===== config.mk =====
export PLATFORM = sky130hd
export DESIGN_NAME = wk16_core
export DESIGN_NICKNAME = d
export VERILOG_FILES = /design/src/rtl/wk16_pkg.sv /design/src/rtl/wk16_decode.sv /design/src/rtl/wk16_regfile.sv /design/src/rtl/wk16_alu.sv /design/src/rtl/wk16_pcgen.sv /design/src/rtl/wk16_core.sv
export SDC_FILE = /design/constraint.sdc
export NUM_CORES = 2
export LEC_CHECK = 0
export CAP_MARGIN = 10
export CORE_MARGIN = 2
export CORE_UTILIZATION = 25
export CTS_BUF_LIST = sky130_fd_sc_hd__clkbuf_4
export CTS_CLUSTER_SIZE = 30
export DETAILED_ROUTE_END_ITERATION = 12
export PLACE_DENSITY = 0.39
export SETUP_SLACK_MARGIN = 0.5
export SYNTH_ARGS = -nofsm -noshare
export SYNTH_HDL_FRONTEND = slang
export SYNTH_SLANG_ARGS = --single-unit

===== constraint.sdc =====
create_clock -name clk -period 30.9 [get_ports clk]
set_input_delay 9.27 -clock clk [delete_from_list [all_inputs] [get_ports clk]]
set_output_delay 9.27 -clock clk [all_outputs]
set_load 0.05 [all_outputs]

===== src/rtl/wk16_pkg.sv =====
package wk16_pkg;

   localparam int unsigned ISA_W   = 16;
   localparam int unsigned RIDX_W  = 3;
   localparam int unsigned OPC_W   = 5;
   localparam int unsigned LINK_RG = 7;

   typedef enum logic [4:0] {
      OP_RA   = 5'd0,
      OP_RB   = 5'd1,
      OP_RC   = 5'd2,
      OP_ADDI = 5'd3,
      OP_ANDI = 5'd4,
      OP_ORI  = 5'd5,
      OP_XORI = 5'd6,
      OP_SLTI = 5'd7,
      OP_SLLI = 5'd8,
      OP_SRLI = 5'd9,
      OP_SRAI = 5'd10,
      OP_LUI  = 5'd11,
      OP_LW   = 5'd12,
      OP_SW   = 5'd13,
      OP_BEQ  = 5'd14,
      OP_BNE  = 5'd15,
      OP_J    = 5'd16,
      OP_JAL  = 5'd17,
      OP_JALR = 5'd18
   } opcode_e;

   typedef enum logic [3:0] {
      ALU_ADD, ALU_SUB, ALU_AND, ALU_OR, ALU_XOR,
      ALU_SLL, ALU_SRL, ALU_SRA, ALU_SLT, ALU_SLTU, ALU_PASSB
   } alu_op_e;

   typedef enum logic [1:0] {
      NXT_SEQ, NXT_BR, NXT_JREL, NXT_JREG
   } pc_sel_e;

   typedef enum logic [1:0] {
      WB_ALU, WB_MEM, WB_LINK
   } wb_sel_e;

   typedef struct packed {
      alu_op_e             alu_op;
      logic                b_is_imm;
      logic                reg_we;
      logic                mem_we;
      wb_sel_e             wb_sel;
      pc_sel_e             pc_sel;
      logic                br_on_ne;
      logic [RIDX_W-1:0]   rd;
   } ctrl_t;

endpackage


===== src/rtl/wk16_decode.sv =====
module wk16_decode
   import wk16_pkg::*;
#(
   parameter int unsigned W = 16
) (
   input  logic [ISA_W-1:0]  instr,
   output ctrl_t             ctrl,
   output logic [W-1:0]      imm,
   output logic [RIDX_W-1:0] rs1_a,
   output logic [RIDX_W-1:0] rs2_a
);

   logic [OPC_W-1:0] opc;
   logic [1:0]       func;
   logic [4:0]       f_imm;
   logic [4:0]       f_split;
   logic [10:0]      f_jmp;
   logic [W-1:0]     sx_imm;
   logic [W-1:0]     sx_split;
   logic [W-1:0]     sx_jmp;
   logic [W-1:0]     up_imm;

   assign opc     = instr[15:11];
   assign func    = instr[1:0];
   assign f_imm   = instr[4:0];
   assign f_split = {instr[4:2], instr[1:0]};
   assign f_jmp   = instr[10:0];
   assign rs1_a   = instr[10:8];
   assign rs2_a   = instr[7:5];

   assign sx_imm   = {{(W-5){f_imm[4]}}, f_imm};
   assign sx_split = {{(W-5){f_split[4]}}, f_split};
   assign sx_jmp   = {{(W-11){f_jmp[10]}}, f_jmp};
   assign up_imm   = {instr[10:8], instr[4:0], {(W-8){1'b0}}};

   always_comb begin
      ctrl          = '0;
      ctrl.alu_op   = ALU_ADD;
      ctrl.wb_sel   = WB_ALU;
      ctrl.pc_sel   = NXT_SEQ;
      ctrl.rd       = instr[4:2];
      imm           = '0;
      case (opc)
         OP_RA: begin
            ctrl.reg_we = 1'b1;
            case (func)
               2'd0:    ctrl.alu_op = ALU_ADD;
               2'd1:    ctrl.alu_op = ALU_SUB;
               2'd2:    ctrl.alu_op = ALU_AND;
               default: ctrl.alu_op = ALU_OR;
            endcase
         end
         OP_RB: begin
            ctrl.reg_we = 1'b1;
            case (func)
               2'd0:    ctrl.alu_op = ALU_XOR;
               2'd1:    ctrl.alu_op = ALU_SLL;
               2'd2:    ctrl.alu_op = ALU_SRL;
               default: ctrl.alu_op = ALU_SRA;
            endcase
         end
         OP_RC: begin
            ctrl.reg_we = (func[1] == 1'b0);
            ctrl.alu_op = func[0] ? ALU_SLTU : ALU_SLT;
         end
         OP_ADDI, OP_ANDI, OP_ORI, OP_XORI,
         OP_SLTI, OP_SLLI, OP_SRLI, OP_SRAI: begin
            ctrl.reg_we   = 1'b1;
            ctrl.b_is_imm = 1'b1;
            ctrl.rd       = instr[7:5];
            imm           = sx_imm;
            case (opc)
               OP_ANDI: ctrl.alu_op = ALU_AND;
               OP_ORI:  ctrl.alu_op = ALU_OR;
               OP_XORI: ctrl.alu_op = ALU_XOR;
               OP_SLTI: ctrl.alu_op = ALU_SLT;
               OP_SLLI: ctrl.alu_op = ALU_SLL;
               OP_SRLI: ctrl.alu_op = ALU_SRL;
               OP_SRAI: ctrl.alu_op = ALU_SRA;
               default: ctrl.alu_op = ALU_ADD;
            endcase
         end
         OP_LUI: begin
            ctrl.reg_we   = 1'b1;
            ctrl.b_is_imm = 1'b1;
            ctrl.rd       = instr[7:5];
            ctrl.alu_op   = ALU_PASSB;
            imm           = up_imm;
         end
         OP_LW: begin
            ctrl.reg_we   = 1'b1;
            ctrl.b_is_imm = 1'b1;
            ctrl.rd       = instr[7:5];
            ctrl.wb_sel   = WB_MEM;
            imm           = sx_imm;
         end
         OP_SW: begin
            ctrl.mem_we   = 1'b1;
            ctrl.b_is_imm = 1'b1;
            imm           = sx_split;
         end
         OP_BEQ, OP_BNE: begin
            ctrl.alu_op   = ALU_SUB;
            ctrl.pc_sel   = NXT_BR;
            ctrl.br_on_ne = (opc == OP_BNE);
            imm           = sx_split;
         end
         OP_J: begin
            ctrl.pc_sel = NXT_JREL;
            imm         = sx_jmp;
         end
         OP_JAL: begin
            ctrl.pc_sel = NXT_JREL;
            ctrl.reg_we = 1'b1;
            ctrl.rd     = RIDX_W'(LINK_RG);
            ctrl.wb_sel = WB_LINK;
            imm         = sx_jmp;
         end
         OP_JALR: begin
            ctrl.pc_sel   = NXT_JREG;
            ctrl.reg_we   = 1'b1;
            ctrl.b_is_imm = 1'b1;
            ctrl.rd       = instr[7:5];
            ctrl.wb_sel   = WB_LINK;
            imm           = sx_imm;
         end
         default: ;
      endcase
   end

endmodule


===== src/rtl/wk16_regfile.sv =====
module wk16_regfile #(
   parameter int unsigned W    = 16,
   parameter int unsigned NREG = 8
) (
   input  logic                    clk,
   input  logic                    we,
   input  logic [$clog2(NREG)-1:0] wa,
   input  logic [W-1:0]            wd,
   input  logic [$clog2(NREG)-1:0] ra1,
   input  logic [$clog2(NREG)-1:0] ra2,
   output logic [W-1:0]            rd1,
   output logic [W-1:0]            rd2
);

   localparam int unsigned AW = $clog2(NREG);

   logic [W-1:0] bank [NREG];

   for (genvar g = 0; g < NREG; g++) begin : g_ent
      if (g == 0) begin : g_zero
         assign bank[g] = '0;
      end else begin : g_store
         logic [W-1:0] q;
         always_ff @(posedge clk) begin
            if (we && (wa == AW'(g))) q <= wd;
         end
         assign bank[g] = q;
      end
   end

   assign rd1 = bank[ra1];
   assign rd2 = bank[ra2];

endmodule


===== src/rtl/wk16_alu.sv =====
module wk16_alu
   import wk16_pkg::*;
#(
   parameter int unsigned W = 16
) (
   input  logic [W-1:0] a,
   input  logic [W-1:0] b,
   input  alu_op_e      op,
   output logic [W-1:0] y,
   output logic         zero
);

   localparam int unsigned SHW = $clog2(W);

   logic [SHW-1:0] sh;
   assign sh = b[SHW-1:0];

   always_comb begin
      y = '0;
      case (op)
         ALU_ADD:   y = a + b;
         ALU_SUB:   y = a - b;
         ALU_AND:   y = a & b;
         ALU_OR:    y = a | b;
         ALU_XOR:   y = a ^ b;
         ALU_SLL:   y = a << sh;
         ALU_SRL:   y = a >> sh;
         ALU_SRA:   y = $unsigned($signed(a) >>> sh);
         ALU_SLT:   y[0] = ($signed(a) < $signed(b));
         ALU_SLTU:  y[0] = (a < b);
         ALU_PASSB: y = b;
         default:   y = '0;
      endcase
   end

   assign zero = (y == '0);

endmodule


===== src/rtl/wk16_pcgen.sv =====
module wk16_pcgen
   import wk16_pkg::*;
#(
   parameter int unsigned W = 16
) (
   input  logic [W-1:0] pc,
   input  logic [W-1:0] imm,
   input  logic [W-1:0] reg_tgt,
   input  logic         alu_zero,
   input  pc_sel_e      pc_sel,
   input  logic         br_on_ne,
   output logic [W-1:0] pc_inc,
   output logic [W-1:0] pc_next
);

   logic [W-1:0] pc_rel;
   logic         br_take;

   assign pc_inc  = pc + W'(1);
   assign pc_rel  = pc + imm;
   assign br_take = alu_zero ^ br_on_ne;

   always_comb begin
      case (pc_sel)
         NXT_BR:   pc_next = br_take ? pc_rel : pc_inc;
         NXT_JREL: pc_next = pc_rel;
         NXT_JREG: pc_next = reg_tgt;
         default:  pc_next = pc_inc;
      endcase
   end

endmodule


===== src/rtl/wk16_core.sv =====
module wk16_core
   import wk16_pkg::*;
#(
   parameter int unsigned XLEN       = 16,
   parameter int unsigned NREGS      = 8,
   parameter int unsigned IMEM_WORDS = 64,
   parameter int unsigned DMEM_WORDS = 64
) (
   input  logic            clk,
   input  logic            rst,
   input  logic            ld_en,
   input  logic            ld_dmem,
   input  logic [XLEN-1:0] ld_addr,
   input  logic [XLEN-1:0] ld_data,
   output logic [XLEN-1:0] pc_o,
   output logic            st_en_o,
   output logic [XLEN-1:0] st_addr_o,
   output logic [XLEN-1:0] st_data_o
);

   localparam int unsigned IAW = $clog2(IMEM_WORDS);
   localparam int unsigned DAW = $clog2(DMEM_WORDS);

   if (XLEN != ISA_W) begin : g_bad_xlen
      $error("wk16_core: XLEN must equal the 16-bit instruction width");
   end
   if (NREGS != (1 << RIDX_W)) begin : g_bad_nregs
      $error("wk16_core: NREGS must match the 3-bit register fields");
   end
   if ((IMEM_WORDS < 2) || (IMEM_WORDS != (1 << IAW)) || (IAW > XLEN)) begin : g_bad_imem
      $error("wk16_core: IMEM_WORDS must be a power of two within the address range");
   end
   if ((DMEM_WORDS < 2) || (DMEM_WORDS != (1 << DAW)) || (DAW > XLEN)) begin : g_bad_dmem
      $error("wk16_core: DMEM_WORDS must be a power of two within the address range");
   end

   logic [XLEN-1:0]   pc_q;
   logic [XLEN-1:0]   pc_next;
   logic [XLEN-1:0]   pc_inc;
   logic [XLEN-1:0]   instr;
   ctrl_t             ctrl;
   logic [XLEN-1:0]   imm;
   logic [RIDX_W-1:0] rs1_a;
   logic [RIDX_W-1:0] rs2_a;
   logic [XLEN-1:0]   rs1_val;
   logic [XLEN-1:0]   rs2_val;
   logic [XLEN-1:0]   b_opnd;
   logic [XLEN-1:0]   alu_y;
   logic              alu_zero;
   logic [XLEN-1:0]   ld_val;
   logic [XLEN-1:0]   wb_val;
   logic              rf_we;
   logic [RIDX_W-1:0] rf_wa;
   logic              st_en;

   // program array: filled through the load port, read combinationally
   logic [XLEN-1:0] imem [IMEM_WORDS];
   always_ff @(posedge clk) begin
      if (ld_en && !ld_dmem) imem[ld_addr[IAW-1:0]] <= ld_data;
   end
   assign instr = imem[pc_q[IAW-1:0]];

   wk16_decode #(.W(XLEN)) u_dec (
      .instr (instr),
      .ctrl  (ctrl),
      .imm   (imm),
      .rs1_a (rs1_a),
      .rs2_a (rs2_a)
   );

   assign rf_we = ctrl.reg_we && !rst;
   assign rf_wa = ctrl.rd;

   wk16_regfile #(.W(XLEN), .NREG(NREGS)) u_rf (
      .clk (clk),
      .we  (rf_we),
      .wa  (rf_wa),
      .wd  (wb_val),
      .ra1 (rs1_a),
      .ra2 (rs2_a),
      .rd1 (rs1_val),
      .rd2 (rs2_val)
   );

   assign b_opnd = ctrl.b_is_imm ? imm : rs2_val;

   wk16_alu #(.W(XLEN)) u_alu (
      .a    (rs1_val),
      .b    (b_opnd),
      .op   (ctrl.alu_op),
      .y    (alu_y),
      .zero (alu_zero)
   );

   // data array: load port has priority, core store otherwise
   logic [XLEN-1:0] dmem [DMEM_WORDS];
   assign st_en = ctrl.mem_we && !rst;
   always_ff @(posedge clk) begin
      if (ld_en && ld_dmem) dmem[ld_addr[DAW-1:0]] <= ld_data;
      else if (st_en)       dmem[alu_y[DAW-1:0]]   <= rs2_val;
   end
   assign ld_val = dmem[alu_y[DAW-1:0]];

   wk16_pcgen #(.W(XLEN)) u_pcg (
      .pc       (pc_q),
      .imm      (imm),
      .reg_tgt  (alu_y),
      .alu_zero (alu_zero),
      .pc_sel   (ctrl.pc_sel),
      .br_on_ne (ctrl.br_on_ne),
      .pc_inc   (pc_inc),
      .pc_next  (pc_next)
   );

   always_comb begin
      case (ctrl.wb_sel)
         WB_MEM:  wb_val = ld_val;
         WB_LINK: wb_val = pc_inc;
         default: wb_val = alu_y;
      endcase
   end

   always_ff @(posedge clk) begin
      if (rst) pc_q <= '0;
      else     pc_q <= pc_next;
   end

   assign pc_o      = pc_q;
   assign st_en_o   = st_en;
   assign st_addr_o = alu_y;
   assign st_data_o = rs2_val;

endmodule


# == After elaboration in Yosys (flattened, before gate mapping) ==
# Memories as Yosys holds them, arrays and structs flattened. A register that Yosys moved wholly into a read port is not among the register bits.
# Index checks and enable logic that the tools add are counted.
# word_totals
register_bits,128
mem_bits_rw,2048
input_bits,36
out_inout_bits,49
elab_cells,132
mem_count,2
# classes
n_addsub,4
order_cmp,4
eq_ne,42
shift,3
mux,36
bitwise_logic,7
reduce_logical,26
# memory_table
memory,depth,width,read_ports,rd_clocked_by_memory_dff,wr,line_no,text
dmem,64,16,1,0,1,wk16_core.sv:96,logic [XLEN-1:0] dmem [DMEM_WORDS];
imem,64,16,1,1,1,wk16_core.sv:57,logic [XLEN-1:0] imem [IMEM_WORDS];
# ops
operator,n
$pmux W15 S9,1
$mux W16,7
$bmux W16 S3,2
$pmux W16 S3,2
$eq A5 B4 Y1 const B,8
$add A16 B16 Y16,2
$lt A16 B16 Y1,2
$pmux W16 S2,1
$pmux W4 S7,1
$pmux W4 S6,1
$eq A5 B3 Y1 const B,4
$pmux W2 S3,3
$add A16 B1 Y16 const B,1
$and A16 B16 Y16,1
$eq A4 B3 Y1 const B,4
$logic_not A16 Y1,1
$or A16 B16 Y16,1
$reduce_or A16 Y1,1
$shl A16 B4 Y16,1
$shr A16 B4 Y16,1
$sshr A16 B4 Y16,1
$sub A16 B16 Y16,1
$xor A16 B16 Y16,1
$eq A5 B5 Y1 const B,3
other kinds (31),71

# == Depth between registers and ports, before layout ==
# depth
word_depth,12
ltp_mapped,47
mapped_depth_nobuf,31

# == Modules after synthesis ==
# From an unflattened synthesis, not the netlist that was laid out.
# hier_totals
hier_cells,4786
area_unflattened_um2,92078.3
# by_module_without_submodules
module,instances,cells_per_inst,area_each_um2,seq_area_each_um2
wk16_core,1,3461,79921.7,61819.3
wk16_regfile,1,338,5495.3,3363.2
wk16_alu,1,642,4470.5,0.0
wk16_pcgen,1,237,1557.7,0.0
wk16_decode,1,108,633.1,0.0

# == Worst setup path after synthesis ==
# No wires, ideal clock.
# synth_timing
kind,input to output
start,input port rst
end,output port st_en_o
arrival_ns,10.866
required_ns,21.630
setup_slack_ns,10.764
cell_stages,1
n_path_buf,0
path_cell_list,nor4_1
# synth_via
elab_chain_len,2
# synth_rtl
item,line_no,text
from (decl),wk16_core.sv:10,"input logic rst,"
$logic_not A1 Y1,wk16_core.sv:97,assign st_en = ctrl.mem_we && !rst;
$logic_and A1 B1 Y1,wk16_core.sv:97,
to (decl),wk16_core.sv:16,"output logic st_en_o,"
# No other way between the ends.

==> key figures <==
Run status
  • Status: finished, final reports clean

Place
  • # port buffers: 74
  • Dpl cells: ~11000
  • Final weighted congestion of routability-driven global placement: roughly 0.87
  • Post-detail-place hpwl: approximately 210000 um

Finish
  • Share of layout cells above drive strength 1: 25.36%
  • Area Growth Syn to Fin: 16.53%
  • Register area: 65200 um^2
  • Area of the multi-input gates: roughly 27000 um^2
  • Fillers: approximately 38000
  • Final cell count without fillers: 12018
  • Layout Nets: 6724

Logic synthesis
  • Post-synth EDFFs: 2160
  • Yosys reg bits: 2176
  • Main flop type after synthesis: edfxtp_1
  • Fraction of registers with async set/reset: 0%
  • Mapped Cells: between 6000 and 7000
  • Syn Area/Cell: 15.52 um^2
  • Synth cell types: 101
  • Register area share after synthesis: 69.64%
  • Ys Warns: 0
  • Syn_nets: ~6100
  • Synth Cell Area: 93600 um^2

Worst setup path
  • Crit path arrival time: around 13000 ps
  • CP required: about 22000 ps
  • R2R cell count: 40
  • CP Launch Type: flip-flop
  • Worst path max stage delay: 890 ps
  • Crit end category: output pin
  • Worst r2r dst: u_rf.g_ent[4].g_store.q[14]
  • Register-to-register setup slack: 15620 ps
  • Critical path class: reg2out
  • WP buf/inv: 10
  • Critical R2R Launch: pc_o[2]
  • Max FO, Critical Path: 44
  • Slowest cell on the critical path: clkdlybuf4s50_1
  • Critical path's top delay family: buffers and inverters
  • Critical Path Most Common Cell: buf_4

Route
  • Routed vias/inst: between 4 and 5
  • Remaining antenna violation count: 0
  • Routed len/inst: 28.25 um
  • DRT Wirelength: between 300000 and 400000 um
  • DR iter-0 viols: 5381
  • Via Count: 58408
  • Remaining DRCs: 0
  • DRT Pass-1 Iters: 6

Min path
  • WHS Endpoint: pc_o[12]
  • Worst Hold Path Cells: 3
  • Worst Hold Class: reg2reg
  • Hold Path Origin: pc_o[12]

GRT
  • Grt total ovfl: 0
  • Initial antenna violation count: 31
  • Gr usage total: 17.42%
  • Number of global-route vias before repair: 58834
  • Largest net degree at the start of global routing: 119
  • First-pass GRT wire length: 468000 um

CTS
  • # H-tree levels: 6
  • Post-CTS Setup Inserts: 0
  • Clock edge transition at the registers on the reported setup and hold paths: approximately 60 ps
  • PostCTS Resize Cnt: 0
  • Number of clock sinks: roughly 2200
  • Clock latency on the worst-skew pair: 1470 ps
  • CTS tree: done
  • Root buf cell: clkbuf_4
  • Max Root-Sink Buffers: 4
  • Cts bufs inserted: roughly 600
  • Hold buffer count at CTS: 0

Floorplanning
  • Core Region: roughly 370000 um^2
  • Initial Util: 25.13%
  • Chip width: ~620 um
  • I/O Pins: 85
  • Die ar.: approximately 380000 um^2
  • Die height: 615.9 um
  • FP Rows: approximately 220

STA
  • Setup TNS: 0 ps
  • Slew headroom: 17.60%
  • Final worst-path cycle share: between 70 and 80%
  • Final setup vio count: 0
  • Worst Max-Slew Pin Slew: 1235 ps
  • RSZ-0062 raised after global routing: no
  • Hold Fails Final Rpt: 0
  • Fmax: around 45 MHz
  • Slew Limit Fails: 0
  • Clock skew: around 130 ps
  • Fin Hold WS: 891.6 ps
  • Minimum clock period: 22430 ps

Run
  • Total of max-cap violations: 0
flip-flops by register name (all words and copies together) (netlist names):
signal / cells
u_rf.g_ent.g_store.q: 112
pc_o: 16
dmem: 1024
imem: 1024
cells by family after synthesis:
family                   synth area share [%]
adder cells (fa/ha/maj)                0.9732
AO/OA/AOI/OAI                           6.414
multiplexers                            12.36
AND/OR/NAND/NOR                         7.796
flip-flops                              69.64
XOR/XNOR                               0.3649
buffers and inverters                   2.453
worst register-to-register path: cells and delay by family, from the launching register on:
| family | cells | cell delay [ps] |
|---|---|---|
| adder cells (fa/ha/maj) | 2 | 740 |
| buffers and inverters | 12 | 5170 |
| AND/OR/NAND/NOR | 7 | 2510 |
| multiplexers | 2 | 460 |
| flip-flops | 1 | 820 |
| AO/OA/AOI/OAI | 17 | 5200 |
worst max-delay path by stage:
stage	from	endpoint	slack (ps)	depth (start not counted)
after CTS	pc_o[0]	st_addr_o[14]	8140	30
after floorplan	rst	st_en_o	10760	1
after detailed placement	pc_o[0]	st_addr_o[14]	9830	30
after global routing	pc_o[2]	st_addr_o[0]	7690	32
after global placement	pc_o[0]	st_addr_o[0]	9850	30
final	pc_o[2]	st_addr_o[0]	8470	32
cells in the mapped netlist (26+ instances only):
| cell | n | area, um^2 |
|---|---|---|
| a31oi_1 | 73 | 456.7 |
| xnor2_1 | 29 | 254.0 |
| nand2b_1 | 26 | 162.7 |
| a311oi_1 | 61 | 534.3 |
| buf_6 | 37 | 416.7 |
| o211ai_1 | 31 | 232.7 |
| mux2i_1 | 458 | 4584 |
| buf_4 | 27 | 202.7 |
| mux2_2 | 56 | 630.6 |
| mux4_2 | 282 | 6351 |
| inv_1 | 95 | 356.6 |
| nor3_1 | 30 | 150.1 |
| clkbuf_1 | 131 | 491.7 |
| buf_1 | 43 | 161.4 |
| nor2_1 | 302 | 1134 |
| and3_1 | 107 | 669.4 |
| o21ai_0 | 92 | 460.4 |
| edfxtp_1 | 2160 | 64860 |
| nand3_1 | 171 | 855.8 |
| a211oi_1 | 38 | 285.3 |
| a21oi_1 | 140 | 700.7 |
| o22ai_1 | 45 | 281.5 |
| and2_1 | 28 | 175.2 |
| buf_2 | 126 | 630.6 |
| a22oi_1 | 46 | 345.3 |
| nand2_1 | 871 | 3269 |
| ha_1 | 68 | 850.8 |
final cells by class:
class | count | area share [%]
inverter | 104 | 0.3831
antenna | 14 | 0.03212
sequential | 2176 | 59.78
timing repair buffer | 349 | 2.566
clock buffer | 880 | 6.057
clock inverter | 138 | 0.9418
tap | 4972 | 5.704
multi-input combinational | 3385 | 24.54
per-stage QoR:
step	setup slack, ps	instance area, um^2	utilization (%)
final	8468	109100	29.28
after global routing	7694	109000	29.27
after CTS	8142	109000	29.26
after detailed placement	9832	101400	27.21
after global placement	9847	101400	27.21
after floorplan	10760	93600	-
metal layers:
| layer | GRT usage, % | vias up | routed length, um |
|---|---|---|---|
| met5 | 0 | - | 0 |
| met4 | 6.024 | 0 | 11080 |
| met3 | 2.875 | 544 | 19250 |
| met2 | 28.05 | 2119 | 158600 |
| met1 | 23.69 | 30543 | 150500 |
| li1 | - | 25202 | - |
layout by cell type, fill, tap and decap left out, types with 17 or more instances in the layout:
cell / count
nand4_1: 17
a221oi_1: 18
xnor2_1: 28
a21oi_1: 139
edfxtp_1: 2160
a311oi_1: 61
mux2i_1: 457
nor2b_1: 24
mux2_2: 56
a211oi_1: 37
nor2_2: 92
nor3_1: 26
a31oi_1: 72
nand2b_1: 26
buf_4: 268
nand2_1: 871
o21ai_0: 91
o221ai_1: 24
clkinv_1: 80
a22oi_1: 46
mux4_2: 282
nand3_1: 171
and2_1: 27
ha_1: 68
clkdlybuf4s50_1: 58
nor2_4: 35
clkbuf_4: 880
o22ai_1: 45
o211ai_1: 31
inv_1: 92
nor2_1: 176
and3_1: 106
Power is not shown: default switching activity piles up to over one toggle a cycle in this logic, so the estimate is an artifact.
